[src/rtl/rc6_pkg.sv]
package rc6_pkg;
  parameter int unsigned WORD_W = 32;
  parameter int unsigned KSET_W = 2;
  parameter int unsigned ROUNDS_DEF = 20;
  localparam int unsigned LOG_W = $clog2(WORD_W);
  localparam int unsigned BLK_W = 4 * WORD_W;

  typedef logic [WORD_W-1:0] word_t;

  typedef struct packed {
    word_t d;
    word_t c;
    word_t b;
    word_t a;
  } blk_t;

  function automatic word_t rotl(word_t x, logic [LOG_W-1:0] n);
    logic [2*WORD_W-1:0] dbl;
    dbl = {x, x} << n;
    return dbl[2*WORD_W-1:WORD_W];
  endfunction
endpackage

[src/rtl/rc6_mix.sv]
module rc6_mix
  import rc6_pkg::*;
(
  input  word_t x_i,
  output word_t f_o
);
  word_t prod;
  assign prod = x_i * {x_i[WORD_W-2:0], 1'b1};
  assign f_o  = rotl(prod, LOG_W'(LOG_W));
endmodule

[src/rtl/rc6_half.sv]
module rc6_half
  import rc6_pkg::*;
(
  input  word_t            x_i,
  input  word_t            mix_i,
  input  logic [LOG_W-1:0] amt_i,
  input  word_t            key_i,
  output word_t            y_o
);
  assign y_o = rotl(x_i ^ mix_i, amt_i) + key_i;
endmodule

[src/rtl/rc6_round.sv]
module rc6_round
  import rc6_pkg::*;
(
  input  blk_t  st_i,
  input  word_t key_even_i,
  input  word_t key_odd_i,
  output blk_t  st_o
);
  word_t t, u, a_new, c_new;

  rc6_mix u_mix_t (.x_i(st_i.b), .f_o(t));
  rc6_mix u_mix_u (.x_i(st_i.d), .f_o(u));

  rc6_half u_half_a (
    .x_i(st_i.a), .mix_i(t), .amt_i(u[LOG_W-1:0]), .key_i(key_even_i), .y_o(a_new)
  );
  rc6_half u_half_c (
    .x_i(st_i.c), .mix_i(u), .amt_i(t[LOG_W-1:0]), .key_i(key_odd_i), .y_o(c_new)
  );

  // word rotation: A<-B, B<-C', C<-D, D<-A'
  always_comb begin
    st_o.a = st_i.b;
    st_o.b = c_new;
    st_o.c = st_i.d;
    st_o.d = a_new;
  end
endmodule

[src/rtl/rc6_kset_ctr.sv]
module rc6_kset_ctr
  import rc6_pkg::*;
(
  input  logic              clk_i,
  input  logic              rst_ni,
  input  logic              step_i,
  output logic [KSET_W-1:0] set_o
);
  always_ff @(posedge clk_i or negedge rst_ni) begin
    if (!rst_ni)     set_o <= '0;
    else if (step_i) set_o <= set_o + 1'b1;
  end
endmodule

[src/rtl/rc6_enc_core.sv]
module rc6_enc_core
  import rc6_pkg::*;
#(
  parameter int unsigned ROUNDS = ROUNDS_DEF,
  localparam int unsigned PAIR_W = $clog2(ROUNDS + 2)
) (
  input  logic              clk_i,
  input  logic              rst_ni,
  input  logic              start_i,
  input  logic [BLK_W-1:0]  pt_i,
  output logic              ready_o,
  output logic              done_o,
  output logic [BLK_W-1:0]  ct_o,
  output logic [PAIR_W-1:0] key_pair_o,
  output logic [KSET_W-1:0] kset_o,
  input  logic [WORD_W-1:0] key_even_i,
  input  logic [WORD_W-1:0] key_odd_i
);
  localparam logic [PAIR_W-1:0] LAST_PAIR = PAIR_W'(ROUNDS + 1);

  blk_t              st_q, rnd_out, pt_w, ct_w;
  logic              busy_q, done_q, accept;
  logic [PAIR_W-1:0] rnd_q;
  logic [KSET_W-1:0] ctr_set, blk_set_q;
  blk_t              ct_q;

  assign accept = start_i && !busy_q;
  assign pt_w   = blk_t'(pt_i);

  rc6_kset_ctr u_kset (
    .clk_i(clk_i), .rst_ni(rst_ni), .step_i(accept), .set_o(ctr_set)
  );

  rc6_round u_round (
    .st_i(st_q), .key_even_i(key_even_i), .key_odd_i(key_odd_i), .st_o(rnd_out)
  );

  // output whitening on the last pair
  always_comb begin
    ct_w   = st_q;
    ct_w.a = st_q.a + key_even_i;
    ct_w.c = st_q.c + key_odd_i;
  end

  always_ff @(posedge clk_i or negedge rst_ni) begin
    if (!rst_ni) begin
      st_q      <= '0;
      busy_q    <= 1'b0;
      rnd_q     <= '0;
      done_q    <= 1'b0;
      ct_q      <= '0;
      blk_set_q <= '0;
    end else begin
      done_q <= 1'b0;
      if (accept) begin
        st_q      <= pt_w;
        st_q.b    <= pt_w.b + key_even_i;
        st_q.d    <= pt_w.d + key_odd_i;
        busy_q    <= 1'b1;
        rnd_q     <= PAIR_W'(1);
        blk_set_q <= ctr_set;
      end else if (busy_q) begin
        if (rnd_q == LAST_PAIR) begin
          ct_q   <= ct_w;
          done_q <= 1'b1;
          busy_q <= 1'b0;
          rnd_q  <= '0;
        end else begin
          st_q  <= rnd_out;
          rnd_q <= rnd_q + 1'b1;
        end
      end
    end
  end

  assign ready_o    = !busy_q;
  assign done_o     = done_q;
  assign ct_o       = ct_q;
  assign key_pair_o = busy_q ? rnd_q : '0;
  assign kset_o     = busy_q ? blk_set_q : ctr_set;
endmodule

[config.mk]
export PLATFORM = sky130hd
export DESIGN_NAME = rc6_enc_core
export DESIGN_NICKNAME = d
export VERILOG_FILES = /design/src/rtl/rc6_pkg.sv /design/src/rtl/rc6_mix.sv /design/src/rtl/rc6_half.sv /design/src/rtl/rc6_round.sv /design/src/rtl/rc6_kset_ctr.sv /design/src/rtl/rc6_enc_core.sv
export SDC_FILE = /design/constraint.sdc
export NUM_CORES = 2
export LEC_CHECK = 0
export CORE_MARGIN = 2
export CORE_UTILIZATION = 65
export CTS_CLUSTER_DIAMETER = 30
export DETAILED_ROUTE_END_ITERATION = 8
export PLACE_DENSITY = 0.88
export SYNTH_ARGS = -nofsm -noshare
export SYNTH_HDL_FRONTEND = slang
export SYNTH_HIERARCHICAL = 1
export SYNTH_SLANG_ARGS = --single-unit
[constraint.sdc]
create_clock -name clk_i -period 26.7 [get_ports clk_i]
set_input_delay 2.67 -clock clk_i [delete_from_list [all_inputs] [get_ports clk_i]]
set_output_delay 2.67 -clock clk_i [all_outputs]
set_load 0.1 [all_outputs]
==> impl_metrics.py <==
metrics = {
    "worst_setup_path": {
        "rr_worst_depth": 40,
        "r2r_slack_ns": 14.09,
        "r2r-start": "ct_w[43]$_DFFE_PN0P_",
        "crit_path_max_incr_delay_ns": 1.19,
        "cp_slowest_cell": "dfrtp_1",
        "critPathKind": "reg -> reg",
        "crit_buf_inv": 6,
        "rr_endpoint": "ct_w[126]$_DFFE_PN0P_",
        "endpoint_kind": "flip-flop",
        "worstSetupStartpointType": "flip-flop",
        "critical_path_peak_fanout": 33,
        "required_ns": 27.23,
        "cp_common_cell": "fa_1",
        "crit_family": "adder cells",
        "critical_path_arrival_ns": 13.14,
    },
    "flow_run": {
        "drv_cap": 0,
    },
    "floorplan": {
        "dieWidth_um": 288,
        "floorplan.initialDensity": 0.654,
        "die_area_um2": 83000,
        "rows": 104,
        "coreArea_um2": 80200,
        "die_h_um": 288,
        "io_pins": 332,
    },
    "clock_network": {
        "cts.sinks": 267,
        "clk_pin_slew_ns": 0.05,
        "cts_buffer_depth": 3,
        "postCtsSetupBuffers": 0,
        "tritoncts": "done",
        "worstSkewPairLatency_ns": 0.64,
        "cts_made_buffers": 76,
        "root_buffer": "clkbuf_16",
        "cts_resized": 0,
        "ctsHoldBuffers": 0,
        "htreeDepth": 3,
    },
    "sta": {
        "tightest_slew_ns": 1.28,
        "final-setup-viol-count": 0,
        "final.min_clock_period_ns": 12.61,
        "report.final.slew_viol_count": 0,
        "finalClockSkew_ns": 0.0308,
        "period_share": 0.472,
        "finalHoldViolCount": 0,
        "relSlewSlack": 0.146,
        "fmax_mhz": 79.3,
        "final.setup.tns_ns": 0,
        "rsz0062_at_grt": "false",
    },
    "global_routing": {
        "grt_max_degree": 103,
        "use_met1": 0.588,
        "grt_overflow_total": 0,
        "globalRouteMet2Util": 0.677,
        "grt_first_pass_wirelength_um": 283000,
        "busiest_layer": "met2",
        "grt_use_total": 0.457,
        "grt_pass1_vias": 48100,
        "antenna_found_initial": 9,
        "use_met3": 0.153,
    },
    "drt": {
        "finalWirelength_um": 187000,
        "firstDrtPassIters": 8,
        "drt_first_iter_violations": 5772,
        "wl_per_cell_um": 26.3,
        "remaining_drc_errors": 0,
        "postRouteAntennaNets": 0,
        "viasPerCell": 6.55,
        "vias": 46600,
    },
    "yosys": {
        "yosys.area.top_type": "fa_1",
        "ys_seq_area_frac": 0.127,
        "synth.area.top_cells": "fa_1 (28%), dfrtp_1 (13%), ha_1 (11%)",
        "syn_area_um2": 52400,
        "synthFlopType": "dfrtp_1",
        "yosys_warnings": 6,
        "synth.distinct_cells": 109,
        "ys_seq_elements": 267,
        "synth.most_common_cell": "inv_1",
        "syn_area_per_cell_um2": 9.01,
        "synth_nets": 7208,
        "synthCells": 5819,
        "synth_edf_count": 0,
        "synth_common_cells": "inv_1 (922), nand2_1 (825), fa_1 (738)",
        "ys_async_sr_fraction": 1.00,
        "synth.top_cell.area_share": 0.282,
    },
    "finish": {
        "seq_area_um2": 6680,
        "syn_to_final_growth_pct": 12.3,
        "n_fill_cell": 5586,
        "multi_input_area_um2": 40900,
        "nNetsFinal": 7382,
        "drive_gt1_frac": 0.0662,
    },
    "place": {
        "hpwlAfterDp_um": 143000,
        "port_buffers": 331,
        "place_congestion": 1.08,
    },
    "worst_hold_path": {
        "worstHoldEndpoint": "ct_o[120]$_DFFE_PN0P_",
        "min_from": "ct_o[120]$_DFFE_PN0P_",
        "hp-class": "reg -> reg",
        "hold_depth": 2,
    },
    "status": {
        "status": "completed",
    },
}
through the flow:
stage / cells / instance area, um2 / utilization / hold WS [ns] / setup WS, ns
floorplan: 5819 / 52400 / - / 0.440 / 15.75
global placement: 6975 / 56200 / 0.702 / 0.451 / 14.59
detailed placement: 6975 / 56200 / 0.702 / 0.463 / 14.36
CTS: 7114 / 58900 / 0.735 / 0.473 / 14.30
global route: 7114 / 58900 / 0.735 / 0.502 / 13.57
finish: 7118 / 58900 / 0.735 / 0.470 / 14.09
flip-flops by register name, indices dropped and copies added, names as in the netlist:
signal / count
blk_set_q: 2
busy_q: 1
ct_o: 128
ct_w: 64
done_o: 1
rnd_q: 5
st_q: 64
u_kset/set_o: 2
tightest hold or removal path, cell delays in order (launching register included):
cell,delay (ns)
dfrtp_1,0.33
nand2_1,0.05
nand2_1,0.06
routing by layer:
layer	vias up	part of all wire
met5	-	0.00049
li1	19400	-
met1	22900	0.36
met3	869	0.13
met4	8	0.068
met2	3435	0.43
cell type report:
class | count | area share
clock inverters | 44 | 0.00888
well taps | 1060 | 0.0225
repair buffers | 402 | 0.0654
inverters | 928 | 0.0592
clock buffers | 95 | 0.0362
diodes | 4 | 0.000170
multi-input cells | 4318 | 0.694
flip-flops and latches | 267 | 0.113
placed cells by master (no fill, tap or decap), drive strengths merged, types with 16 or more instances in the layout:
master         count
buf               72
inv              933
and3              23
a31oi            119
o211ai            20
ha               456
xnor2            250
o21ai            213
clkbuf            95
fa               738
nor2b             41
o21bai            19
nand3             72
dfrtp            267
nand2            825
xor2              90
mux4             116
o21a              27
nand2b            37
nor3              61
a21oi            257
nand4             32
nor2             233
a211oi            43
a21o              90
a22oi             16
clkinv            25
and2             226
clkdlybuf4s50    330
mux2i             87
how the worst max path moves through the flow:
stage / start / endpoint / cells past startpoint
final: ct_w[43]$_DFFE_PN0P_ / ct_w[126]$_DFFE_PN0P_ / 40
after global routing: ct_w[43]$_DFFE_PN0P_ / ct_w[126]$_DFFE_PN0P_ / 40
after floorplan: ct_w[34]$_DFFE_PN0P_ / ct_w[60]$_DFFE_PN0P_ / 41
after detailed placement: ct_w[43]$_DFFE_PN0P_ / ct_w[126]$_DFFE_PN0P_ / 40
after CTS: ct_w[43]$_DFFE_PN0P_ / ct_w[126]$_DFFE_PN0P_ / 40
after global placement: ct_w[43]$_DFFE_PN0P_ / ct_w[126]$_DFFE_PN0P_ / 40
cell families (layout without fill, tap and decap cells):
group	after synthesis	after routing	synth area share
muxes	213	213	0.0697
xor gates and xnor gates	340	340	0.0569
DFF	267	267	0.127
other	0	4	0
adders and majority gates	1194	1194	0.391
and+or+nand+nor	1619	1619	0.141
AOI/OAI and AO/OA	952	952	0.119
buffers and inverters	1234	1469	0.0953
Power is not shown: default switching activity piles up to over one toggle a cycle in this logic, so the estimate is an artifact.
